--- src/rtl/irqc_pkg.sv ---
package irqc_pkg;
  typedef enum logic [2:0] {
    RI_PND  = 3'd0,
    RI_MODE = 3'd1,
    RI_MASK = 3'd2,
    RI_PRIO = 3'd3,
    RI_INSV = 3'd4,
    RI_OFFS = 3'd5,
    RI_SPND = 3'd6,
    RI_SMSK = 3'd7
  } reg_idx_e;

  localparam int NUM_REGS = 8;
  localparam int DST_W    = 8;
endpackage

--- src/rtl/irqc_regdec.sv ---
module irqc_regdec #(
  parameter int ADDR_W = 5,
  parameter int DATA_W = 32
) (
  input  logic                            wr_en,
  input  logic [ADDR_W-1:0]               addr,
  input  logic [irqc_pkg::NUM_REGS*DATA_W-1:0] rd_words,
  output logic [irqc_pkg::NUM_REGS-1:0]   wr_sel,
  output logic [DATA_W-1:0]               rd_word
);
  localparam int IW = ADDR_W - 2;

  logic [IW-1:0] ridx;
  logic          unused_lo;

  assign ridx      = addr[ADDR_W-1:2];
  assign unused_lo = ^addr[1:0];

  for (genvar i = 0; i < irqc_pkg::NUM_REGS; i++) begin : g_sel
    assign wr_sel[i] = wr_en && (ridx == IW'(i));
  end

  assign rd_word = rd_words[ridx*DATA_W +: DATA_W];
endmodule

--- src/rtl/irqc_subfold.sv ---
module irqc_subfold #(
  parameter int NSRC  = 32,
  parameter int NSUB  = 11,
  parameter int GRP_N = 3,
  parameter int GRP_W = 3,
  parameter logic [GRP_N*irqc_pkg::DST_W-1:0] GRP_DST = {8'd15, 8'd23, 8'd28}
) (
  input  logic [NSUB-1:0] active,
  output logic [NSRC-1:0] fold
);
  localparam int IDX_W = $clog2(NSRC);

  always_comb begin
    fold = '0;
    for (int g = 0; g < GRP_N; g++) begin
      if (|active[g*GRP_W +: GRP_W])
        fold[GRP_DST[g*irqc_pkg::DST_W +: IDX_W]] = 1'b1;
    end
  end
endmodule

--- src/rtl/irqc_pick.sv ---
module irqc_pick #(
  parameter int N = 32
) (
  input  logic [N-1:0]         req,
  output logic                 any,
  output logic [N-1:0]         onehot,
  output logic [$clog2(N)-1:0] idx
);
  localparam int IDX_W = $clog2(N);

  assign any    = |req;
  assign onehot = req & (~req + 1'b1);

  always_comb begin
    idx = '0;
    for (int i = N - 1; i >= 0; i--) begin
      if (req[i]) idx = IDX_W'(i);
    end
  end
endmodule

--- src/rtl/irq_fold_ctrl.sv ---
module irq_fold_ctrl #(
  parameter int NSRC     = 32,
  parameter int NSUB     = 11,
  parameter int DATA_W   = 32,
  parameter int ADDR_W   = 5,
  parameter int GRP_N    = 3,
  parameter int GRP_W    = 3,
  parameter logic [GRP_N*irqc_pkg::DST_W-1:0] GRP_DST = {8'd15, 8'd23, 8'd28},
  parameter logic [31:0] PRIO_RST = 32'h7F
) (
  input  logic                    clk,
  input  logic                    rst,
  input  logic [NSRC-1:0]         src_edge_i,
  input  logic [NSRC-1:0]         src_lvl_i,
  input  logic [NSUB-1:0]         sub_edge_i,
  input  logic [NSUB-1:0]         sub_lvl_i,
  input  logic                    wr_en,
  input  logic [ADDR_W-1:0]       bus_addr,
  input  logic [DATA_W-1:0]       wr_data,
  output logic [DATA_W-1:0]       rd_data_o,
  output logic                    irq_o,
  output logic                    fiq_o,
  output logic [$clog2(NSRC)-1:0] sel_idx_o
);
  import irqc_pkg::*;

  localparam int IDX_W = $clog2(NSRC);

  // stored state
  logic [NSRC-1:0]   src_pnd_q, mode_q, mask_q, insv_q;
  logic [DATA_W-1:0] prio_q;
  logic [NSUB-1:0]   sub_pnd_q, sub_msk_q;

  // next-state terms
  logic [NUM_REGS-1:0] wr_sel;
  logic [NUM_REGS*DATA_W-1:0] rd_words;
  logic [DATA_W-1:0] rd_word;
  logic [NSRC-1:0]   wd_src, src_clr, insv_clr;
  logic [NSUB-1:0]   wd_sub, sub_clr;
  logic [NSRC-1:0]   src_pnd_n, mode_n, mask_n, insv_base, insv_n, ints, fold, pick_oh;
  logic [NSUB-1:0]   sub_pnd_n, sub_msk_n, sub_act;
  logic [DATA_W-1:0] prio_n;
  logic [IDX_W-1:0]  offs_base, offs_n, pick_idx;
  logic              pick_any, fiq_n, take;

  assign wd_src = wr_data[NSRC-1:0];
  assign wd_sub = wr_data[NSUB-1:0];

  irqc_regdec #(.ADDR_W(ADDR_W), .DATA_W(DATA_W)) u_dec (
    .wr_en    (wr_en),
    .addr     (bus_addr),
    .rd_words (rd_words),
    .wr_sel   (wr_sel),
    .rd_word  (rd_word)
  );

  // sub-source stage
  assign sub_clr   = wr_sel[RI_SPND] ? wd_sub : '0;
  assign sub_pnd_n = (sub_pnd_q & ~sub_clr) | sub_edge_i | sub_lvl_i;
  assign sub_msk_n = wr_sel[RI_SMSK] ? wd_sub : sub_msk_q;
  assign sub_act   = sub_pnd_n & ~sub_msk_n;

  irqc_subfold #(
    .NSRC(NSRC), .NSUB(NSUB), .GRP_N(GRP_N), .GRP_W(GRP_W), .GRP_DST(GRP_DST)
  ) u_fold (
    .active (sub_act),
    .fold   (fold)
  );

  // main stage
  assign src_clr   = wr_sel[RI_PND] ? wd_src : '0;
  assign src_pnd_n = (src_pnd_q & ~src_clr) | src_edge_i | src_lvl_i | fold;
  assign mode_n    = wr_sel[RI_MODE] ? wd_src : mode_q;
  assign mask_n    = wr_sel[RI_MASK] ? wd_src : mask_q;
  assign prio_n    = wr_sel[RI_PRIO] ? wr_data : prio_q;
  assign ints      = src_pnd_n & ~mask_n;
  assign fiq_n     = |(ints & mode_n);

  irqc_pick #(.N(NSRC)) u_pick (
    .req    (ints),
    .any    (pick_any),
    .onehot (pick_oh),
    .idx    (pick_idx)
  );

  assign insv_clr  = wr_sel[RI_INSV] ? wd_src : '0;
  assign insv_base = insv_q & ~insv_clr;
  assign offs_base = wr_sel[RI_OFFS] ? wr_data[IDX_W-1:0] : sel_idx_o;
  assign take      = !fiq_n && pick_any && ((insv_base == '0) || (insv_base > pick_oh));
  assign insv_n    = take ? pick_oh : insv_base;
  assign offs_n    = take ? pick_idx : offs_base;

  assign rd_words = {DATA_W'(sub_msk_q), DATA_W'(sub_pnd_q), DATA_W'(sel_idx_o),
                     DATA_W'(insv_q), prio_q, DATA_W'(mask_q), DATA_W'(mode_q),
                     DATA_W'(src_pnd_q)};

  always_ff @(posedge clk) begin
    if (rst) begin
      src_pnd_q <= '0;
      mode_q    <= '0;
      mask_q    <= '1;
      prio_q    <= DATA_W'(PRIO_RST);
      insv_q    <= '0;
      sel_idx_o <= '0;
      sub_pnd_q <= '0;
      sub_msk_q <= '1;
      fiq_o     <= 1'b0;
      irq_o     <= 1'b0;
      rd_data_o <= '0;
    end else begin
      src_pnd_q <= src_pnd_n;
      mode_q    <= mode_n;
      mask_q    <= mask_n;
      prio_q    <= prio_n;
      insv_q    <= insv_n;
      sel_idx_o <= offs_n;
      sub_pnd_q <= sub_pnd_n;
      sub_msk_q <= sub_msk_n;
      fiq_o     <= fiq_n;
      irq_o     <= |insv_n;
      rd_data_o <= rd_word;
    end
  end

  // checks on stored state
  AST_EDGE_LATCH: assert property (@(posedge clk) disable iff (rst)
    !wr_sel[RI_PND] |=> ((src_pnd_q & $past(src_pnd_q)) == $past(src_pnd_q)));
  AST_LEVEL_RESET: assert property (@(posedge clk) disable iff (rst)
    (|src_lvl_i) |=> ((src_pnd_q & $past(src_lvl_i)) == $past(src_lvl_i)));
  AST_FIQ_FREEZE: assert property (@(posedge clk) disable iff (rst)
    (fiq_o && !$past(wr_sel[RI_INSV])) |-> (insv_q == $past(insv_q)));
  AST_INSV_ONEHOT: assert property (@(posedge clk) disable iff (rst)
    $onehot0(insv_q));
  AST_IRQ_FOLLOW: assert property (@(posedge clk) disable iff (rst)
    irq_o == (insv_q != '0));

  for (genvar g = 0; g < GRP_N; g++) begin : g_fold_chk
    AST_FOLD_SET: assert property (@(posedge clk) disable iff (rst)
      (!wr_en && (|(sub_pnd_q[g*GRP_W +: GRP_W] & ~sub_msk_q[g*GRP_W +: GRP_W])))
      |=> src_pnd_q[GRP_DST[g*DST_W +: IDX_W]]);
  end
endmodule

--- config.mk ---
export PLATFORM = sky130hd
export DESIGN_NAME = irq_fold_ctrl
export DESIGN_NICKNAME = d
export VERILOG_FILES = /design/src/rtl/irqc_pkg.sv /design/src/rtl/irqc_regdec.sv /design/src/rtl/irqc_subfold.sv /design/src/rtl/irqc_pick.sv /design/src/rtl/irq_fold_ctrl.sv
export SDC_FILE = /design/constraint.sdc
export NUM_CORES = 1
export LEC_CHECK = 0
export BUFFER_PORTS_ARGS = -buffer_cell sky130_fd_sc_hd__buf_2
export CORE_ASPECT_RATIO = 1.75
export CORE_MARGIN = 10
export CORE_UTILIZATION = 40
export DETAILED_ROUTE_END_ITERATION = 10
export PLACE_DENSITY = 0.69
export SLEW_MARGIN = 20
export SYNTH_ARGS = -nofsm -noshare
export SYNTH_HDL_FRONTEND = slang
export SYNTH_HIERARCHICAL = 1
export SYNTH_SLANG_ARGS = --single-unit
--- constraint.sdc ---
create_clock -name clk -period 11.4 [get_ports clk]
set_input_delay 0.57 -clock clk [delete_from_list [all_inputs] [get_ports clk]]
set_output_delay 0.57 -clock clk [all_outputs]
set_load 0.01 [all_outputs]
After elaboration in Yosys (flattened, before gate mapping)
Index checks and enable logic that the tools add are counted.
- logic and storage cells: 104
- register bits after elaboration: 221
- multiplexer cells: 44
- order comparisons: 1
- shift-type cells: 1
- equal/unequal tests: 7
- bitwise gates (word level): 18
- reduce and logical (&&, ||, !) cells: 21
- add/sub/neg operators: 1
- operator list (kind ; number):
    indexed part select 256 x 9 -> 32 bit ; 1
    two-way mux 5 bit ; 34
    AND 32 bit ; 5
    two-way mux 32 bit ; 5
    inverter 32 bit ; 4
    OR reduction 32 bit ; 3
    bitwise OR 32 bit ; 2
    adder 32 x 1 -> 32 bit, second input constant ; 1
    > comparator 32 bit ; 1
    logical NOT 32 bit ; 1
    bitwise OR 32 x 29 -> 32 bit ; 1
    two-way mux 11 bit ; 2
    bitwise OR 11 bit ; 2
    == test 3 bit, second input constant ; 4
    AND 11 bit ; 1
    inverter 11 bit ; 1
    logical AND 1 bit ; 10
    AND 9 bit ; 1
    inverter 9 bit ; 1
    OR reduction 3 bit ; 3
    == test 3 x 2 -> 1 bit, second input constant ; 2
    == test 3 x 1 -> 1 bit, second input constant ; 1
    logical NOT 3 bit ; 1
    two-way mux 1 bit ; 3
    3 further kinds ; 3

Logic depth before layout (Yosys ltp)
- depth after elaboration: 45
- gate-level depth with buffers: 28

Hierarchy
The synthesis kept the hierarchy.
- by module, submodules not included (module ; cells an instance ; area an instance (µm²) ; times used):
    irq_fold_ctrl ; 1122 ; 10117.2 ; 1
    irqc_regdec ; 254 ; 2122.0 ; 1
    irqc_pick ; 114 ; 737.0 ; 1
    irqc_subfold ; 33 ; 240.2 ; 1

Worst setup path before layout
Ideal clock, no wire load.
- path kind: input to register
- from: input bus_addr[4]
- to: register insv_q[0]
- path buffers: 4
- required time: 11277 ps
- arrival: 5979 ps
- cell stages on the path: 23
- path slack: 5298 ps
- cells stage by stage: buf_2 > clkbuf_1 > nand2_1 > nor2_1 > clkbuf_1 > a21o_1 > a21oi_1 > or3_1 > a2111oi_2 > nor2b_1 > nor4_1 > nand2_1 > or3_4 > nor4b_2 > inv_1 > ha_1 > nand4_1 > nor4_1 > and3_1 > or4_1 > a311oi_2 > buf_6 > mux2_1
- elaborated cells on any way between the ends: 52
- RTL lines (item ; line ; RTL):
    start, declared ; irq_fold_ctrl.sv:18 ; input logic [ADDR_W-1:0] bus_addr,
    == test 3 bit ; irqc_regdec.sv:20 ; assign wr_sel[i] = wr_en && (ridx == IW'(i));
    logical AND 1 bit ; irqc_regdec.sv:20 ;
    named net wr_sel[7] ; irq_fold_ctrl.sv:35 ; logic [NUM_REGS-1:0] wr_sel;
    two-way mux 11 bit ; irq_fold_ctrl.sv:60 ; assign sub_msk_n = wr_sel[RI_SMSK] ? wd_sub : sub_msk_q;
    inverter 9 bit ; irq_fold_ctrl.sv:61 ; assign sub_act = sub_pnd_n & ~sub_msk_n;
    AND 9 bit ; irq_fold_ctrl.sv:61 ;
    named net sub_act[7] ; irq_fold_ctrl.sv:41 ; logic [NSUB-1:0] sub_pnd_n, sub_msk_n, sub_act;
    OR reduction 3 bit ; irqc_subfold.sv:16 ; if (|active[g*GRP_W +: GRP_W])
    [1 not listed] ; n/a ;
    named net fold[15] ; irq_fold_ctrl.sv:40 ; logic [NSRC-1:0] src_pnd_n, mode_n, mask_n, insv_base, insv_n, ints, fold, pick_oh;
    [2 not listed] ; n/a ;
    named net ints[15] ; irq_fold_ctrl.sv:40 ;
    inverter 32 bit ; irqc_pick.sv:12 ; assign onehot = req & (~req + 1'b1);
    adder 32 x 1 -> 32 bit ; irqc_pick.sv:12 ;
    AND 32 bit ; irqc_pick.sv:12 ;
    named net pick_oh[23] ; irq_fold_ctrl.sv:40 ;
    > comparator 32 bit ; irq_fold_ctrl.sv:89 ; assign take = !fiq_n && pick_any && ((insv_base == '0) || (insv_base > pick_oh));
    logical OR 1 bit ; irq_fold_ctrl.sv:89 ;
    logical AND 1 bit ; irq_fold_ctrl.sv:89 ;
    two-way mux 32 bit ; irq_fold_ctrl.sv:90 ; assign insv_n = take ? pick_oh : insv_base;
    end signal, assigned ; irq_fold_ctrl.sv:115 ; insv_q <= insv_n;
    end, declared ; irq_fold_ctrl.sv:30 ; logic [NSRC-1:0] src_pnd_q, mode_q, mask_q, insv_q;
The timed path passes the listed nets, and every way through them passes these cells.
A chain may end at the register's enable or synchronous reset.

Worst setup path in the final report
- from: input bus_addr[3]
- to: register insv_q[0]
- longest elaborated chain between the ends: 19
- elaborated cells on any way between the ends: 52
- ends and longest elaborated chain (item ; line ; RTL):
    == test 3 bit ; irqc_regdec.sv:20 ;
    logical AND 1 bit ; irqc_regdec.sv:20 ;
    named net wr_sel[6] ; irq_fold_ctrl.sv:35 ;
    two-way mux 11 bit ; irq_fold_ctrl.sv:58 ; assign sub_clr = wr_sel[RI_SPND] ? wd_sub : '0;
    inverter 11 bit ; irq_fold_ctrl.sv:59 ; assign sub_pnd_n = (sub_pnd_q & ~sub_clr) | sub_edge_i | sub_lvl_i;
    AND 11 bit ; irq_fold_ctrl.sv:59 ;
    bitwise OR 11 bit (2 in series) ; irq_fold_ctrl.sv:59 ;
    AND 9 bit ; irq_fold_ctrl.sv:61 ;
    named net sub_act[7] ; irq_fold_ctrl.sv:41 ;
    [2 not listed] ; n/a ;
    named net fold[15] ; irq_fold_ctrl.sv:40 ;
    [2 not listed] ; n/a ;
    named net ints[15] ; irq_fold_ctrl.sv:40 ;
    inverter 32 bit ; irqc_pick.sv:12 ;
    adder 32 x 1 -> 32 bit ; irqc_pick.sv:12 ;
    AND 32 bit ; irqc_pick.sv:12 ;
    named net pick_oh[31] ; irq_fold_ctrl.sv:40 ;
    > comparator 32 bit ; irq_fold_ctrl.sv:89 ;
    logical OR 1 bit ; irq_fold_ctrl.sv:89 ;
    logical AND 1 bit ; irq_fold_ctrl.sv:89 ;
    two-way mux 32 bit ; irq_fold_ctrl.sv:90 ;
The timed path passes the listed nets, and every way through them passes these cells.

==> reports/metrics.csv <==
stage;metric;value;unit
power;NetSw;0.000641;W
job;Max-Cap Viols;0;
floorplanning;Cell Rows;87;
drt;Iteration-0 DRC Markers;846;
synthesis;Mapped Cells;1517;
critical_path;WS Path Type;input pin to flip-flop;
drt;vias per cell;5.67;
cts;Setup Buffers After CTS;0;
critical_path;CP Launch Type;input pin;
synthesis;syn_area_per_cell;8.69;sq um
drt;WL final;48500;um
layout;synth-to-layout area growth;14.6;%
sta;fin crit share;63.8;%
sta;fin. max-slew vios;0;
floorplanning;I/O pins;165;
power;Flop pwr share;39.8;%
critical_path;CP endpoint kind;flip-flop;
sta;Final Hold Fails;0;
critical_path;CP required;11.80;ns
drt;DRC violation count after routing;0;
global_route;largest net degree at the start of global routing;104;
cts;hold buffer count at CTS;0;
cts;Clock Sinks;221;
power;P_leak;6.31;nW
power;VDD IR-drop max;0.0851;mV
cts;Longest Clk Path Bufs;3;
global_route;Congestion Overflow GR;0;
cts;CTS tree;yes;
layout;layout cells sized above 1;20.2;%
global_route;first-pass GRT wire length;71900;um
cts;H-tree depth;1;
floorplanning;Die Y;260;um
place;Inst Count DP;2071;
floorplanning;Placeable Area;0.0324;sq mm
global_route;vias in the first global route;11753;
cts;clk slew on worst S/H paths;0.06;ns
place;post-DP HPWL;37600;um
sta;relative slew slack;35.4;%
drt;wire length per cell;23.0;um
power;Pint;0.00147;W
layout;Finished Layout Cells;2111;
power;part of the power in the clock network;36.2;%
place;Placer Congestion;0.982;
cts;post-cts sizing count;0;
cts;Root Driver;clkbuf_16;
synthesis;Synth Warn #;6;
floorplanning;die width;157;um
power;Pwr per Cell Area;140;mW/mm^2
sta;RSZ-0062 raised after global routing;no;
floorplanning;Die ar.;0.0409;sq mm
critical_path;Crit path arrival time;7.67;ns
cts;Worst-Skew Late Latency;0.52;ns
drt;First-pass DRT Iterations;5;
drt;Routed Antenna Nets;0;
sta;Slew @ Worst Pin;0.959;ns
sta;Fin Clk Skew;0.0157;ns
sta;Fmax;137;MHz
sta;setup TNS;0;ns
sta;final setup vio count;0;
power;Sw Share;30.3;%
global_route;total track usage;22.9;%
layout;Final nets;1854;
floorplanning;starting density of the core;40.6;%
power;Comb pwr share;24.0;%
global_route;initial antenna violation count;2;
cts;cts bufs inserted;22;
outcome;outcome;finished clean;
synthesis;Netlist Area Pre-Place;0.0132;sq mm
place;# port buffers;162;
sta;min cycle time layout;7.27;ns
drt;via count;11978;
min_path;Hold Path Class;input pin to flip-flop;
critical_path;critical path fanouts, max;54;
-- registers in the layout, summed over array words and instances (netlist names) --
| signal | cells |
|---|---|
| sel_idx_o | 5 |
| prio_q | 32 |
| fiq_o | 1 |
| rd_data_o | 32 |
| sub_pnd_q | 11 |
| src_pnd_q | 32 |
| mode_q | 32 |
| sub_msk_q | 11 |
| irq_o | 1 |
| mask_q | 32 |
| insv_q | 32 |
-- metal layers --
layer,track usage (%),share of wire (%)
met5,0,0
met2,41.5,52
met1,25.9,37
met3,3.02,6.3
met4,10.3,4.7
-- critical path, stage by stage --
cell       delay (ns)
buf_4            0.58
nand2_1          0.36
nor2_1           0.20
buf_4            0.28
a21o_1           0.15
a21oi_1          0.06
or3_1            0.44
a2111oi_2        0.48
nor2b_1          0.23
nor4_1           0.76
and2_1           0.35
nand4_2          0.18
nor4_1           0.50
inv_1            0.10
ha_1             0.33
nand4_1          0.15
nor4_1           0.10
and3_1           0.19
or4_1            0.52
a311oi_4         0.33
buf_4            0.36
mux2_1           0.37
-- power by group through the flow --
stage	logic, W	clock network [W]	registers [W]
floorplan	0.000363	0	0.000856
global placement	0.000498	0	0.000856
detailed placement	0.000501	0	0.000858
CTS	0.000502	0.000777	0.000840
global route	0.000543	0.000801	0.000844
finish	0.000507	0.000766	0.000841
-- final cells by class --
class                           instances  area (sq um)
Timing Repair Buffer                  182           986
Sequential cell                       221          4420
Clock buffer                           31           626
Tap cell                              400           500
Inverter                               64           241
Multi-Input combinational cell       1205          8210
Fill cell                            3198         17300
Clock inverter                          7           113
Antenna cell                            1          2.50
-- through the flow --
step / area [sq um] / power, W / hold WS, ns / utilization (%) / setup WS [ns]
5_1_grt: 15100 / 0.00219 / 0.293 / 46.5 / 3.61
6_report: 15100 / 0.00211 / 0.285 / 46.5 / 4.13
3_3_place_gp: 14300 / 0.00135 / 0.435 / 44.2 / 3.81
4_1_cts: 15100 / 0.00212 / 0.268 / 46.5 / 4.19
3_5_place_dp: 14300 / 0.00136 / 0.446 / 44.2 / 3.67
2_1_floorplan: 13500 / 0.00122 / 0.423 / - / 5.32
-- path summary, 6_finish.rpt --
check	startpoint	to	slack (ns)	cells after the start
setup / recovery	bus_addr[3]	insv_q[0]	4.13	22
hold / removal	src_edge_i[27]	src_pnd_q[27]	0.29	3
setup reg to reg	sub_pnd_q[7]	insv_q[0]	5.25	18
hold reg to reg	sub_msk_q[10]	sub_msk_q[10]	0.46	2
-- cell usage in the layout, fill, tap and decap left out, types with 10 or more instances in the layout --
cell and instances:
dfxtp_1 221, nand2_1 176, buf_2 160, nor2_1 141
mux2i_1 133, conb_1 98, mux2_2 87, inv_1 62
a21oi_1 61, nor2b_1 58, o22ai_1 51, nand2b_1 33
nor4_1 33, ha_1 32, clkbuf_16 23, a21boi_0 22
a211oi_1 22, buf_4 21, or3_1 20, and2_1 20
a21o_1 19, nor3_1 16, a21boi_1 14, o211ai_1 14
nand4_1 13, a221oi_1 12, o31ai_1 11, o2bb2ai_1 11
a2111oi_2 10
Power figures use the tool's default switching activity.
